## config.mk

```make
export PLATFORM = sky130hd
export DESIGN_NAME = burst_seq
export DESIGN_NICKNAME = d
export VERILOG_FILES = /design/src/rtl/bsq_pkg.sv /design/src/rtl/bsq_rst_sync.sv /design/src/rtl/bsq_base_reg.sv /design/src/rtl/bsq_counter.sv /design/src/rtl/bsq_map.sv /design/src/rtl/burst_seq.sv
export SDC_FILE = /design/constraint.sdc
export NUM_CORES = 1
export LEC_CHECK = 0
export BUFFER_PORTS_ARGS = -buffer_cell sky130_fd_sc_hd__buf_2
export CAP_MARGIN = 20
export CORE_ASPECT_RATIO = 1.2
export CORE_MARGIN = 2
export CORE_UTILIZATION = 45
export DETAILED_ROUTE_END_ITERATION = 10
export PLACE_DENSITY = 0.8
export SYNTH_ARGS = -nofsm -noshare
export SYNTH_HDL_FRONTEND = slang
export SYNTH_HIERARCHICAL = 1
export SYNTH_SLANG_ARGS = --single-unit
```

## constraint.sdc

```tcl
create_clock -name clk -period 1.45 [get_ports clk]
set_clock_uncertainty 0.15 [all_clocks]
set_input_delay 0.2175 -clock clk [delete_from_list [all_inputs] [get_ports clk]]
set_output_delay 0.2175 -clock clk [all_outputs]
set_load 0.01 [all_outputs]
```

## src/rtl/bsq_pkg.sv

```systemverilog
package bsq_pkg;
  typedef enum logic {
    ORD_ADD = 1'b0,
    ORD_XOR = 1'b1
  } bsq_order_e;
endpackage

```

## src/rtl/bsq_rst_sync.sv

```systemverilog
module bsq_rst_sync (
  input  logic clk,
  input  logic rst_n,
  output logic rst_sync_n
);
  logic meta_q;

  always_ff @(posedge clk or negedge rst_n) begin
    if (!rst_n) begin
      meta_q     <= 1'b0;
      rst_sync_n <= 1'b0;
    end else begin
      meta_q     <= 1'b1;
      rst_sync_n <= meta_q;
    end
  end
endmodule

```

## src/rtl/bsq_base_reg.sv

```systemverilog
module bsq_base_reg #(
  parameter int AW = 16
) (
  input  logic          clk,
  input  logic          rst_n,
  input  logic          load_en,
  input  logic [AW-1:0] d,
  output logic [AW-1:0] q
);
  logic [AW-1:0] q_nxt;

  always_comb begin
    q_nxt = q;
    if (load_en) q_nxt = d;
  end

  always_ff @(posedge clk or negedge rst_n) begin
    if (!rst_n) q <= '0;
    else        q <= q_nxt;
  end
endmodule

```

## src/rtl/bsq_counter.sv

```systemverilog
module bsq_counter #(
  parameter int CW = 2
) (
  input  logic          clk,
  input  logic          rst_n,
  input  logic          clear,
  input  logic          step,
  output logic [CW-1:0] cnt,
  output logic          wrap
);
  localparam logic [CW-1:0] LAST = {CW{1'b1}};
  localparam logic [CW-1:0] ONE  = CW'(1);

  logic [CW-1:0] cnt_nxt;
  logic          wrap_nxt;

  // a clear has priority over a step and never produces a wrap
  always_comb begin
    cnt_nxt  = cnt;
    wrap_nxt = 1'b0;
    if (clear) begin
      cnt_nxt = '0;
    end else if (step) begin
      cnt_nxt  = cnt + ONE;
      wrap_nxt = (cnt == LAST);
    end
  end

  always_ff @(posedge clk or negedge rst_n) begin
    if (!rst_n) begin
      cnt  <= '0;
      wrap <= 1'b0;
    end else begin
      cnt  <= cnt_nxt;
      wrap <= wrap_nxt;
    end
  end
endmodule

```

## src/rtl/bsq_map.sv

```systemverilog
module bsq_map
  import bsq_pkg::*;
#(
  parameter int CW = 2
) (
  input  logic [CW-1:0] base_lo,
  input  logic [CW-1:0] cnt,
  input  bsq_order_e    order,
  output logic [CW-1:0] lo
);
  always_comb begin
    case (order)
      ORD_XOR: lo = base_lo ^ cnt;
      default: lo = base_lo + cnt;
    endcase
  end
endmodule

```

## src/rtl/burst_seq.sv

```systemverilog
module burst_seq
  import bsq_pkg::*;
#(
  parameter int AW = 16,
  parameter int CW = 2
) (
  input  logic          clk,
  input  logic          rst_n,
  input  logic [AW-1:0] start_addr,
  input  logic          proc_strobe,
  input  logic          cache_strobe,
  input  logic          advance,
  input  logic          order_sel,
  output logic [AW-1:0] addr_out,
  output logic          wrap_pulse
);
  logic          rst_sync_n;
  logic          load;
  logic [AW-1:0] base_q;
  logic [CW-1:0] cnt_q;
  logic [CW-1:0] low_bits;

  assign load = proc_strobe | cache_strobe;

  bsq_rst_sync u_rst (
    .clk        (clk),
    .rst_n      (rst_n),
    .rst_sync_n (rst_sync_n)
  );

  bsq_base_reg #(.AW(AW)) u_base (
    .clk     (clk),
    .rst_n   (rst_sync_n),
    .load_en (load),
    .d       (start_addr),
    .q       (base_q)
  );

  bsq_counter #(.CW(CW)) u_cnt (
    .clk   (clk),
    .rst_n (rst_sync_n),
    .clear (load),
    .step  (advance),
    .cnt   (cnt_q),
    .wrap  (wrap_pulse)
  );

  bsq_map #(.CW(CW)) u_map (
    .base_lo (base_q[CW-1:0]),
    .cnt     (cnt_q),
    .order   (bsq_order_e'(order_sel)),
    .lo      (low_bits)
  );

  generate
    if (AW > CW) begin : g_upper
      assign addr_out = {base_q[AW-1:CW], low_bits};
    end else begin : g_low_only
      assign addr_out = low_bits;
    end
  endgenerate
endmodule

```

==> results.txt <==
The flow ran to the end, but the final reports show violations. The final reports fail on setup timing. The worst setup path is launched from a flop. The final critical-path required period came out at 1.600 ns.

In this run the horizontal extent of the chip is 44.07 µm. The via count of the routed design is 607. Setup repair after global routing could not meet its margin everywhere. Along the worst path, the maximum fanout reaches 2.

The count of cells in the finished layout, fillers not included, comes to 130. The type of the tightest min-delay check is flop to asynchronous set/reset pin. The total iterations of the first detailed-routing run came out at 4.

The via count of the first global-routing pass is 584. The die covers 0.002295 mm². The tool flagged a number of max-cap violations equal to 0. Across every metal layer, demand over resource in global routing totals 15.74%. The chip height is 52.09 µm. For this design the static power due to leakage is 0.0006590 µW. TritonCTS built the clock tree. Clock-pin slew was measured on the worst setup and hold paths at 0.11 ns.

The total count of max-transition violations in the final report is 0. The routed wire length is 1.731 mm. After synthesis, the cell types taking the most area are sky130_fd_sc_hd__dfrtp_1 (61%), sky130_fd_sc_hd__mux2_4 (17%), sky130_fd_sc_hd__mux2_2 (7.8%). The endpoint required time on the critical path came out at 1.08 ns. The total count of hold-check failures in the final report came to 0. The worst endpoint data arrival time came out at 1.23 ns. The initial antenna violation count is 0. Counting every instance in the synthesized netlist gives 52. The initial standard-cell utilization of the core is 47.40%.

The detailed-route vias per instance is 4.669. The share of the clock period used by the worst path is 110.4%. The area share of the largest cell type after synthesis came out at 60.61%.

The number of buffers on the longest clock path is 2. Synthesis inferred 21 register bits. For this run, design rule violations remaining after detail routing come to 0. The largest net degree at the start of global routing is 20. The clock reaches the later pin of the worst-skew pair after 0.28 ns. The fraction of the core area covered by cells at the end of the flow came out at 70.93%. The number of rows created at floorplan came out at 17. For this design, the sink count on the clock tree is 21. For this run, the post-layout net count is 136. After filler insertion, the fill cell instance count of the layout stands at 131. The number of buffers created by CTS is 3. The core area came out at 0.001829 mm². The cell sitting at the root of the clock tree is a sky130_fd_sc_hd__clkbuf_4. Once placement completed, the tool counted placed cells totaling 109. The ratio of cells with drive above 1 in the final layout came out at 57.66%. Yosys instantiated no cell more often than sky130_fd_sc_hd__dfrtp_1. The cell area after layout is 0.001297 mm². Derived from the worst setup path, the maximum achievable clock frequency is 625.0 MHz. Buffers placed on the I/O ports in this run total 38. The placed instances occupy a cell area of 0.001077 mm². The cell taking the most area after synthesis is sky130_fd_sc_hd__dfrtp_1.

The worst setup path is captured at a primary output. The power density over the cells is 889.0 mW/mm². The antenna diode count is 0. Sorting the synthesized cells by how often they occur yields sky130_fd_sc_hd__dfrtp_1 (21), sky130_fd_sc_hd__mux2_4 (10), sky130_fd_sc_hd__mux2_2 (6). The worst setup path is of the flop to primary output kind. The number of nets handed over by synthesis was 76. The first global-routing pass estimated 2.553 mm of wire. Setup violations remaining at the end of the flow were counted as 2.

In the synthesized netlist the dominant register cell turns out to be sky130_fd_sc_hd__dfrtp_1. For this design the top-level I/O count stands at 39. The least setup slack across all paths after layout came out at -0.1501 ns. The number of distinct library cell variants in the gate-level netlist after synthesis is 13.

The mean instance size in the synthesized netlist is 16.67 µm². The combined flip-flop and latch cell area came out at 525.5 µm². The fraction of the yosys area taken by sequential cells came out at 60.61%. The final hold slack is 0.003081 ns.

The routability congestion estimate from global placement came out at 0.6887. After the first detailed-routing iteration, the DRC count stood at 1. The post-place setup slack is 0.08860 ns.

Counting flops with an async set or reset pin after synthesis yields a share of 100.0%. The area occupied by multi-input gates came out at 332.8 µm². The number of routed nets with antenna violations is 0. The total congestion overflow after global routing is 0. The count of synthesis-stage warnings from yosys came out at 6. The relative area change from synthesis to final layout is 49.64%. The H-tree depth is 1.

The sum of net half-perimeters after detailed placement came out at 1.148 mm. The synthesized cell area is 867.1 µm². The worst voltage drop across the vdd grid is 0.5958 mV. In this run, synthesis inferred 0 flip-flops with an integrated enable. The average wire length per cell after detail routing came out at 13.32 µm.
==> cell usage in the layout, fill, tap and decap left out, drive strengths merged <==
cell type and instances:
mux2i 1, ha 2, dfrtp 21, dlygate4sd3 15, mux2 16, xnor2 3
nor2 3, nand2 1, buf 42, clkbuf 4, or2 1, nor2b 1
conb 1
==> cells by family (layout without fill, tap and decap cells) <==
group         Yosys count  count (layout)  synth area share [%]
mux                    17              17                 26.26
buf+inv                 2              61                 3.608
xor+xnor                3               3                 3.031
other cells             1               1                0.4325
simple gates            6               6                 3.175
fa+ha+maj               2               2                 2.886
flops                  21              21                 60.61
==> final cells by class <==
class                           instances  share of cell area, %
Multi-Input combinational cell         29                  25.65
Tap cell                               19                  1.832
Clock buffer                            4                  2.025
Timing Repair Buffer                   57                  29.99
Sequential cell                        21                  40.50
==> where the power goes <==
group	internal, µW	switching [µW]
Clock	107	157
Combinational	148	87.4
Sequential	627	26.3
==> worst paths after layout <==
path | startpoint | endpoint | slack [ns] | cells past startpoint
setup / recovery | u_cnt/cnt[0]$_DFFE_PN0P_ | addr_out[1] | -0.15 | 4
hold / removal | u_rst/rst_sync_n$_DFF_PN0_ | u_cnt/wrap$_DFF_PN0_ | 0.003 | 0
setup reg to reg | u_cnt/cnt[0]$_DFFE_PN0P_ | u_cnt/cnt[1]$_DFFE_PN0P_ | 0.10 | 5
hold reg to reg | u_rst/rst_sync_n$_DFF_PN0_ | u_cnt/wrap$_DFF_PN0_ | 0.003 | 0
max in group asynchronous | u_rst/rst_sync_n$_DFF_PN0_ | u_base/q[9]$_DFFE_PN0P_ | 0.67 | 1
min in group clk | start_addr[15] | u_base/q[15]$_DFFE_PN0P_ | 0.01 | 2
==> flip-flops by register name, summed over array words and instances (netlist names) <==
| name | flops |
|---|---|
| u_base/q | 16 |
| u_cnt/cnt | 2 |
| u_cnt/wrap | 1 |
| u_rst/meta_q | 1 |
| u_rst/rst_sync_n | 1 |
==> critical path: stages (launching register included) <==
cell and delay, ns:
sky130_fd_sc_hd__dfrtp_1 0.41, sky130_fd_sc_hd__ha_2 0.17, sky130_fd_sc_hd__nor2b_4 0.12, sky130_fd_sc_hd__xnor2_1 0.11
sky130_fd_sc_hd__buf_2 0.14
==> stage by stage <==
| step | setup TNS [ns] | total power (µW) |
|---|---|---|
| after floorplan | 0 | 775.8 |
| after global placement | 0 | 850.5 |
| after detailed placement | 0 | 856.7 |
| after CTS | -0.2259 | 1153 |
| after global routing | -0.3107 | 1218 |
| final | -0.1792 | 1153 |
==> per-layer routing <==
metal  routed length, µm  track usage (%)  vias to the layer above
met2                1003            27.94                       13
met1                 664            18.31                      302
met3                  63            3.125                        0
met5                   0                0                        -
met4                   0            6.061                        0
li1                    -                -                      292
==> what timing repair did <==
action / in CTS / in global routing
gates resized for setup: 4 / 1
buffers inserted: 1 / 1
pin swaps: 2 / 1
endpoints found under the setup margin: 2 / 2
hold endpoints to repair: 10 / 6
hold buffers: 9 / 6
Note: power is estimated with default switching activity, not from simulation.
